<file path="config.mk">
export PLATFORM = sky130hd
export DESIGN_NAME = irq_flag_ctrl
export DESIGN_NICKNAME = d
export VERILOG_FILES = /design/src/rtl/irq_flag_pkg.sv /design/src/rtl/irq_src_flag.sv /design/src/rtl/irq_host_regs.sv /design/src/rtl/irq_flag_ctrl.sv
export SDC_FILE = /design/constraint.sdc
export NUM_CORES = 1
export LEC_CHECK = 0
export ABC_AREA = 1
export CORE_AREA = 2 2 39 41
export DETAILED_ROUTE_END_ITERATION = 8
export DIE_AREA = 0 0 41 43
export PLACE_DENSITY = 0.69
export SYNTH_ARGS = -nofsm -noshare
export SYNTH_HDL_FRONTEND = slang
export SYNTH_HIERARCHICAL = 1
export SYNTH_SLANG_ARGS = --single-unit
</file>
<file path="constraint.sdc">
create_clock -name clk -period 1.1 [get_ports clk]
set_input_delay 0.33 -clock clk [delete_from_list [all_inputs] [get_ports clk]]
set_output_delay 0.33 -clock clk [all_outputs]
set_load 0.1 [all_outputs]
</file>
<file path="src/rtl/irq_flag_pkg.sv">
package irq_flag_pkg;
   // source indices: enable bit i in control, flag bit STAT_FLAG_LSB+i in status
   localparam int NSRC          = 3;
   localparam int SRC_UPD       = 0;
   localparam int SRC_ALM       = 1;
   localparam int SRC_PER       = 2;
   localparam int CTRL_SQWE_BIT = 3;
   localparam int STAT_FLAG_LSB = 4;
   localparam int STAT_IRQ_BIT  = 7;
   localparam int MIN_DATA_W    = STAT_IRQ_BIT + 1;

   typedef logic [NSRC-1:0] src_vec_t;
endpackage

</file>
<file path="src/rtl/irq_src_flag.sv">
module irq_src_flag (
   input  logic clk,
   input  logic rst_n,
   input  logic set_i,
   input  logic clr_i,
   output logic flag_o
);
   // set wins over clear so an event coinciding with a read survives
   always_ff @(posedge clk or negedge rst_n) begin
      if (!rst_n)
         flag_o <= 1'b0;
      else if (set_i)
         flag_o <= 1'b1;
      else if (clr_i)
         flag_o <= 1'b0;
   end
endmodule

</file>
<file path="src/rtl/irq_host_regs.sv">
module irq_host_regs
   import irq_flag_pkg::*;
#(
   parameter int ADDR_W    = 2,
   parameter int DATA_W    = 8,
   parameter int CTRL_ADDR = 0,
   parameter int STAT_ADDR = 1
) (
   input  logic              clk,
   input  logic              rst_n,
   input  logic              host_wr,
   input  logic              host_rd,
   input  logic [ADDR_W-1:0] host_addr,
   input  logic [DATA_W-1:0] host_wdata,
   input  src_vec_t          flag_i,
   input  logic              irq_req_i,
   output src_vec_t          en_o,
   output logic              sqwe_o,
   output logic              stat_clr_o,
   output logic [DATA_W-1:0] host_rdata
);
   localparam logic [ADDR_W-1:0] CTRL_A = ADDR_W'(CTRL_ADDR);
   localparam logic [ADDR_W-1:0] STAT_A = ADDR_W'(STAT_ADDR);

   logic sel_ctrl, sel_stat;
   assign sel_ctrl = (host_addr == CTRL_A);
   assign sel_stat = (host_addr == STAT_A);

   always_ff @(posedge clk or negedge rst_n) begin
      if (!rst_n) begin
         en_o   <= '0;
         sqwe_o <= 1'b0;
      end else if (host_wr && sel_ctrl) begin
         en_o   <= host_wdata[NSRC-1:0];
         sqwe_o <= host_wdata[CTRL_SQWE_BIT];
      end
   end

   assign stat_clr_o = rst_n && host_rd && sel_stat;

   always_comb begin
      host_rdata = '0;
      if (rst_n && host_rd) begin
         if (sel_ctrl) begin
            host_rdata[NSRC-1:0]     = en_o;
            host_rdata[CTRL_SQWE_BIT] = sqwe_o;
         end else if (sel_stat) begin
            for (int i = 0; i < NSRC; i++)
               host_rdata[STAT_FLAG_LSB+i] = flag_i[i];
            host_rdata[STAT_IRQ_BIT] = irq_req_i;
         end
      end
   end
endmodule

</file>
<file path="src/rtl/irq_flag_ctrl.sv">
module irq_flag_ctrl
   import irq_flag_pkg::*;
#(
   parameter int ADDR_W    = 2,
   parameter int DATA_W    = 8,
   parameter int CTRL_ADDR = 0,
   parameter int STAT_ADDR = 1,
   parameter bit IRQ_REG   = 1'b0
) (
   input  logic              clk,
   input  logic              rst_n,
   input  logic              ev_periodic,
   input  logic              ev_alarm,
   input  logic              ev_update,
   input  logic              host_wr,
   input  logic              host_rd,
   input  logic [ADDR_W-1:0] host_addr,
   input  logic [DATA_W-1:0] host_wdata,
   output logic [DATA_W-1:0] host_rdata,
   output logic              irq_pull,
   output logic              sqw_en
);
   if (DATA_W < MIN_DATA_W) begin : g_bad_width
      $error("irq_flag_ctrl: DATA_W too narrow for status layout");
   end
   if (CTRL_ADDR == STAT_ADDR) begin : g_bad_addr
      $error("irq_flag_ctrl: control and status addresses collide");
   end
   if ((CTRL_ADDR >= (1 << ADDR_W)) || (STAT_ADDR >= (1 << ADDR_W))) begin : g_bad_range
      $error("irq_flag_ctrl: register address outside ADDR_W");
   end

   src_vec_t ev_vec, flag_q, en_q;
   logic     stat_clr, irq_req;

   always_comb begin
      ev_vec          = '0;
      ev_vec[SRC_PER] = ev_periodic;
      ev_vec[SRC_ALM] = ev_alarm;
      ev_vec[SRC_UPD] = ev_update;
   end

   for (genvar i = 0; i < NSRC; i++) begin : g_src
      irq_src_flag u_flag (
         .clk    (clk),
         .rst_n  (rst_n),
         .set_i  (ev_vec[i]),
         .clr_i  (stat_clr),
         .flag_o (flag_q[i])
      );
   end

   assign irq_req = |(flag_q & en_q);

   if (IRQ_REG) begin : g_irq_reg
      logic irq_q;
      always_ff @(posedge clk or negedge rst_n) begin
         if (!rst_n) irq_q <= 1'b0;
         else        irq_q <= irq_req;
      end
      assign irq_pull = irq_q;
   end else begin : g_irq_comb
      assign irq_pull = irq_req;
   end

   irq_host_regs #(
      .ADDR_W    (ADDR_W),
      .DATA_W    (DATA_W),
      .CTRL_ADDR (CTRL_ADDR),
      .STAT_ADDR (STAT_ADDR)
   ) u_regs (
      .clk        (clk),
      .rst_n      (rst_n),
      .host_wr    (host_wr),
      .host_rd    (host_rd),
      .host_addr  (host_addr),
      .host_wdata (host_wdata),
      .flag_i     (flag_q),
      .irq_req_i  (irq_req),
      .en_o       (en_q),
      .sqwe_o     (sqw_en),
      .stat_clr_o (stat_clr),
      .host_rdata (host_rdata)
   );
endmodule

</file>
* After elaboration in Yosys (flattened, before gate mapping) *
Cells that the tools add are included.

storage, ports and cells
  input port bits = 17
  register bits = 7

cells by class
  bitwise logic cells = 1
  equal/unequal tests = 1
  reductions and logical operators = 8
  mux-type cells = 8

operators with widths
  kind                                           number
  2-to-1 mux 4 bit                               3
  2-to-1 mux 8 bit                               1
  nonzero test 2 bit                             3
  2-to-1 mux 1 bit                               4
  bitwise AND 3 bit                              1
  logical AND 1 bit                              3
  OR reduction 3 bit                             1
  == test 2 x 1 -> 1 bit, second input constant  1
  logical NOT 2 bit                              1

* Depth between registers and ports, before layout *
  word-level depth = 5
  gate-level depth with buffers = 6

* Cells and area by module *
Netlist, hierarchy kept.

by module, submodules not included
  module         times used  area an instance (um2)  cells an instance  seq. area each (um2)
  irq_host_regs  1           250.2                   38                 100.1
  irq_src_flag   3           40.0                    5                  25.0
  irq_flag_ctrl  1           16.3                    4                  0.0

* Worst setup path before layout *
No wires, ideal clock.

  path type = register to output
  start point = register g_src[1].u_flag.flag_o
  end point = output port host_rdata[7]
  arrival = 2.543 ns
  path slack = -1.773 ns
  cell stages (with the launch flop) = 5
  buffers on the path = 0
  required time = 0.770 ns
  path through = dfrtp_1 > nand2_1 > nand3_1 > inv_1 > nor2_1

between the ends
  cells in the longest elaborated chain, start to end = 5

ends and longest elaborated chain
  what                    line                 source
  start, declared         irq_src_flag.sv:6    output logic flag_o
  start signal, assigned  irq_src_flag.sv:11   flag_o <= 1'b0;
  start signal, assigned  irq_src_flag.sv:13   flag_o <= 1'b1;
  start signal, assigned  irq_src_flag.sv:15   flag_o <= 1'b0;
  bitwise AND 3 bit       irq_flag_ctrl.sv:53  assign irq_req = |(flag_q & en_q);
  OR reduction 3 bit      irq_flag_ctrl.sv:53
  named net irq_pull      irq_flag_ctrl.sv:20  output logic irq_pull,
  2-to-1 mux 4 bit        irq_host_regs.sv:47  end else if (sel_stat) begin
  2-to-1 mux 4 bit        irq_host_regs.sv:44  if (sel_ctrl) begin
  2-to-1 mux 8 bit        irq_host_regs.sv:43  if (rst_n && host_rd) begin
  end, declared           irq_flag_ctrl.sv:19  output logic [DATA_W-1:0] host_rdata,

The timed path passes the listed nets, and every way through them passes these cells.

* Worst setup path after layout *
  start point = register g_src[1].u_flag.flag_o
  end point = output port host_rdata[7]

between the ends
  cells in the longest elaborated chain, start to end = 5

ends and longest elaborated chain
  what                line
  bitwise AND 3 bit   irq_flag_ctrl.sv:53
  OR reduction 3 bit  irq_flag_ctrl.sv:53
  2-to-1 mux 4 bit    irq_host_regs.sv:47
  2-to-1 mux 4 bit    irq_host_regs.sv:44
  2-to-1 mux 8 bit    irq_host_regs.sv:43

No other way between the ends.

==> summary by stage <==
Global routing
The wire length of the first global-routing pass is 1860 um. The number of global-route vias before repair is ~470. In the global route stage, met2 resource usage came out at 0.272. The global-route track usage on met3 is 0.0157. The total grt overflow is 0. In the global route stage, met1 resource usage came out at 0.176. Entering global routing, the biggest net connects 8 pins. After global routing, the most crowded layer is met2. The initial antenna violation count was 0.

Across every metal layer, demand over resource in global routing totals 0.157.

Finish
The antenna cell count is 0. The filler cells instantiated in the layout total 109. For this run, the share of the core covered by cells in the final layout is 0.715. The fraction of final layout cells with drive strength greater than 1 is 0.566.

The area added between synthesis and finish is 156%. The post-route cell area is 990 um2. After the last flow step, the layout net total stands at between 100 and 150.

Power and ir drop
The highest ir drop seen on vdd is 0.000800 V. Dividing total power by cell area gives a power density of 1090 nW/um2. In this run the static leakage power is 0.000485 uW.

Synth
Synthesis instantiated 8 different standard cells from the library. Of the total synthesized cell area, the portion taken by AND, OR, NAND and NOR gates is 0.430. The cell area after synthesis is between 300 and 400 um2. The synthesized instance count is 57. The post-synthesis area per instance is 6.78 um2. Of the total synthesized cell area, the portion taken by XOR and XNOR cells is 0. The number of warning messages in the yosys log is 6.

The synthesized-area fraction occupied by ao, oa, aoi and oai cells is 0. Of the synthesized area, sequential elements account for 0.453. The combinational family with the most area after synthesis is simple AND/OR/NAND/NOR gates.

The synthesized net count is 74. The proportion of synthesized area in mux cells is 0. The synthesized flop and latch total is 7. Of the total synthesized cell area, the portion taken by full adders, half adders and majority gates is 0.

Route
The violation count after the first detailed-route iteration is 9. Summed over all layers, the routed wires come to 1090 um. The count of vias placed by the detailed router is 487. The count of nets left with antenna violations after detail routing is 0. In the routed design, unresolved DRC markers number 0. After detailed routing, the average wire length per cell comes to 9.51 um. The routed via count divided by cell count is 4.23.

The number of iterations in the first detailed-routing pass is 3.

Worst setup path
The worst setup path is launched from a flop. The worst setup path is of the flop to output pin kind. For the worst setup path, the data required time is 0.77 ns. For the worst setup path, the data arrival time is 1.11 ns. Along the worst path, the maximum fanout reaches 2. For the worst flop-to-flop path, the logic depth is 4. STA classifies the critical path endpoint as an output pin.

Floorplan
The starting density of the core is 0.279. The area of the core region is 1380 um2. The total I/O pin count is 27. The y dimension of the die is between 40 and 50 um. The area of the die is approximately 1800 um2.

The die is a little over 40 um wide. The count of standard-cell rows is 14.

Place
Timing analysis after detailed placement gives a worst setup slack of -0.764 ns. Summed over all nets, the half-perimeter wirelength after detailed placement is 863 um. The placed standard-cell area is ~890 um2. Port buffering added 22 buffers. The final weighted congestion of routability-driven global placement is 0.751.

Timing
The post-route clock skew is 0 ns. The smallest clock period supported by the final layout is computed as 1.44 ns. The worst-case setup margin in the final layout is -0.344 ns. Setup repair after global routing could not meet its margin everywhere. The maximum operating frequency is just under 700 MHz. For the pin with the worst max-slew slack, the measured transition is between 0.2 and 0.25 ns. The number of max-slew violations in the final report is 0. The number of hold-slack violations in the final timing report is 0. Setup violations remaining at the end of the flow were counted as 10. Measured against its own limit, the worst slew margin works out to 0.854.

In the finished design, the share of the clock period the worst path needs comes to 1.31.

Status
The flow ran to the end, but the final reports show violations. The final reports fail on setup timing.

Job
The tool flagged a number of max-cap violations equal to 0.

Clock tree
The number of buffers created by CTS is 3. In this run the number of H-tree levels came out at 1. TritonCTS built the clock tree.

The number of sinks handled by clock tree synthesis is 7. The longest clock path from root to sink contains 2 buffers. The post-CTS clock slew at the launch and capture registers of the worst setup and hold paths is 0.05 ns. The latest clock arrival within the worst-skew pair is 0.25 ns. In this run the clock root is driven by a sky130_fd_sc_hd__clkbuf_4.

Worst hold path
The path category of the worst min-delay check is input pin to flop. The number of stages on the worst hold path is 5.
==> final cells by class <==
type	instances	area [um2]	share of cell area
repair buffers	38	448	0.453
multi-input cells	38	262	0.264
flip-flops and latches	7	179	0.181
inverters	12	55.1	0.0556
clock buffers	4	26.3	0.0265
well taps	16	20.0	0.0202
==> synth_stat cells <==
cell type / n / area [um2]
sky130_fd_sc_hd__inv_1: 12 / 45.0
sky130_fd_sc_hd__nand4_1: 1 / 6.26
sky130_fd_sc_hd__nand2_4: 1 / 11.3
sky130_fd_sc_hd__nor2_4: 1 / 11.3
sky130_fd_sc_hd__nand3_1: 5 / 25.0
sky130_fd_sc_hd__nor2_1: 8 / 30.0
sky130_fd_sc_hd__dfrtp_1: 7 / 175
sky130_fd_sc_hd__nand2_1: 22 / 82.6
==> sequential cells by signal, summed over array words and instances, names as in the netlist <==
name / flops
g_src.u_flag/flag_o: 3
u_regs/en_o: 3
u_regs/sqwe_o: 1
==> path summary, 6_finish.rpt <==
kind | startpoint | to | slack, ns
max in group asynchronous | rst_n | u_regs/sqwe_o$_DFFE_PN0P_ | 0.41
min in group asynchronous | rst_n | g_src[2].u_flag/flag_o$_DFFE_PN0P_ | 0.55
min | host_addr[1] | u_regs/sqwe_o$_DFFE_PN0P_ | 0.54
max | g_src[1].u_flag/flag_o$_DFFE_PN0P_ | host_rdata[7] | -0.34
max reg2reg | u_regs/en_o[0]$_DFFE_PN0P_ | u_regs/en_o[0]$_DFFE_PN0P_ | 0.24
min reg2reg | u_regs/sqwe_o$_DFFE_PN0P_ | u_regs/sqwe_o$_DFFE_PN0P_ | 0.59
==> cell usage in the layout, fill, tap and decap left out, drive strengths merged <==
cell,instances
clkbuf,4
clkdlybuf4s50,8
nand3,5
buf,29
inv,12
dfrtp,7
dlygate4sd3,1
nand2,23
nor2,9
nand4,1
==> metrics by stage <==
step	setup TNS [ns]	total power (uW)	instances	hold slack, ns
after floorplan	-3.84	574	57	0.0344
after global placement	-8.93	796	104	0.485
after detailed placement	-9.31	802	104	0.488
after CTS	-3.02	1080	115	0.530
after global routing	-3.37	1140	115	0.546
final	-2.87	1080	115	0.539
==> routing by layer <==
metal / vias up / part of all wire
li1: 252 / -
met2: 17 / 0.59
met5: - / 0
met1: 216 / 0.35
met3: 2 / 0.047
met4: 0 / 0.013
==> cell families after synthesis <==
group | Yosys count
buffers and inverters | 12
AND/OR/NAND/NOR | 38
flip-flops | 7
==> power breakdown <==
part	switching (uW)	internal, uW	leakage [uW]
clock	89.7	138	0.0000150
sequential	28.9	289	0.0000760
combinational	294	239	0.000394
==> repair_timing <==
item                                    CTS  global route
hold buffers                              1             0
endpoints found under the hold margin     7             0
resized for setup                        29             5
pin swaps                                10             4
setup buffers                             6             0
endpoints found under the setup margin   17            10
==> critical path, stage by stage, from the launching register on <==
cell and delay (ns):
sky130_fd_sc_hd__dfrtp_1 0.37, sky130_fd_sc_hd__nand2_2 0.08, sky130_fd_sc_hd__nand3_4 0.09, sky130_fd_sc_hd__inv_2 0.05, sky130_fd_sc_hd__nor2_4 0.09, sky130_fd_sc_hd__buf_12 0.18
No activity file was read; power rests on OpenSTA's default activity.
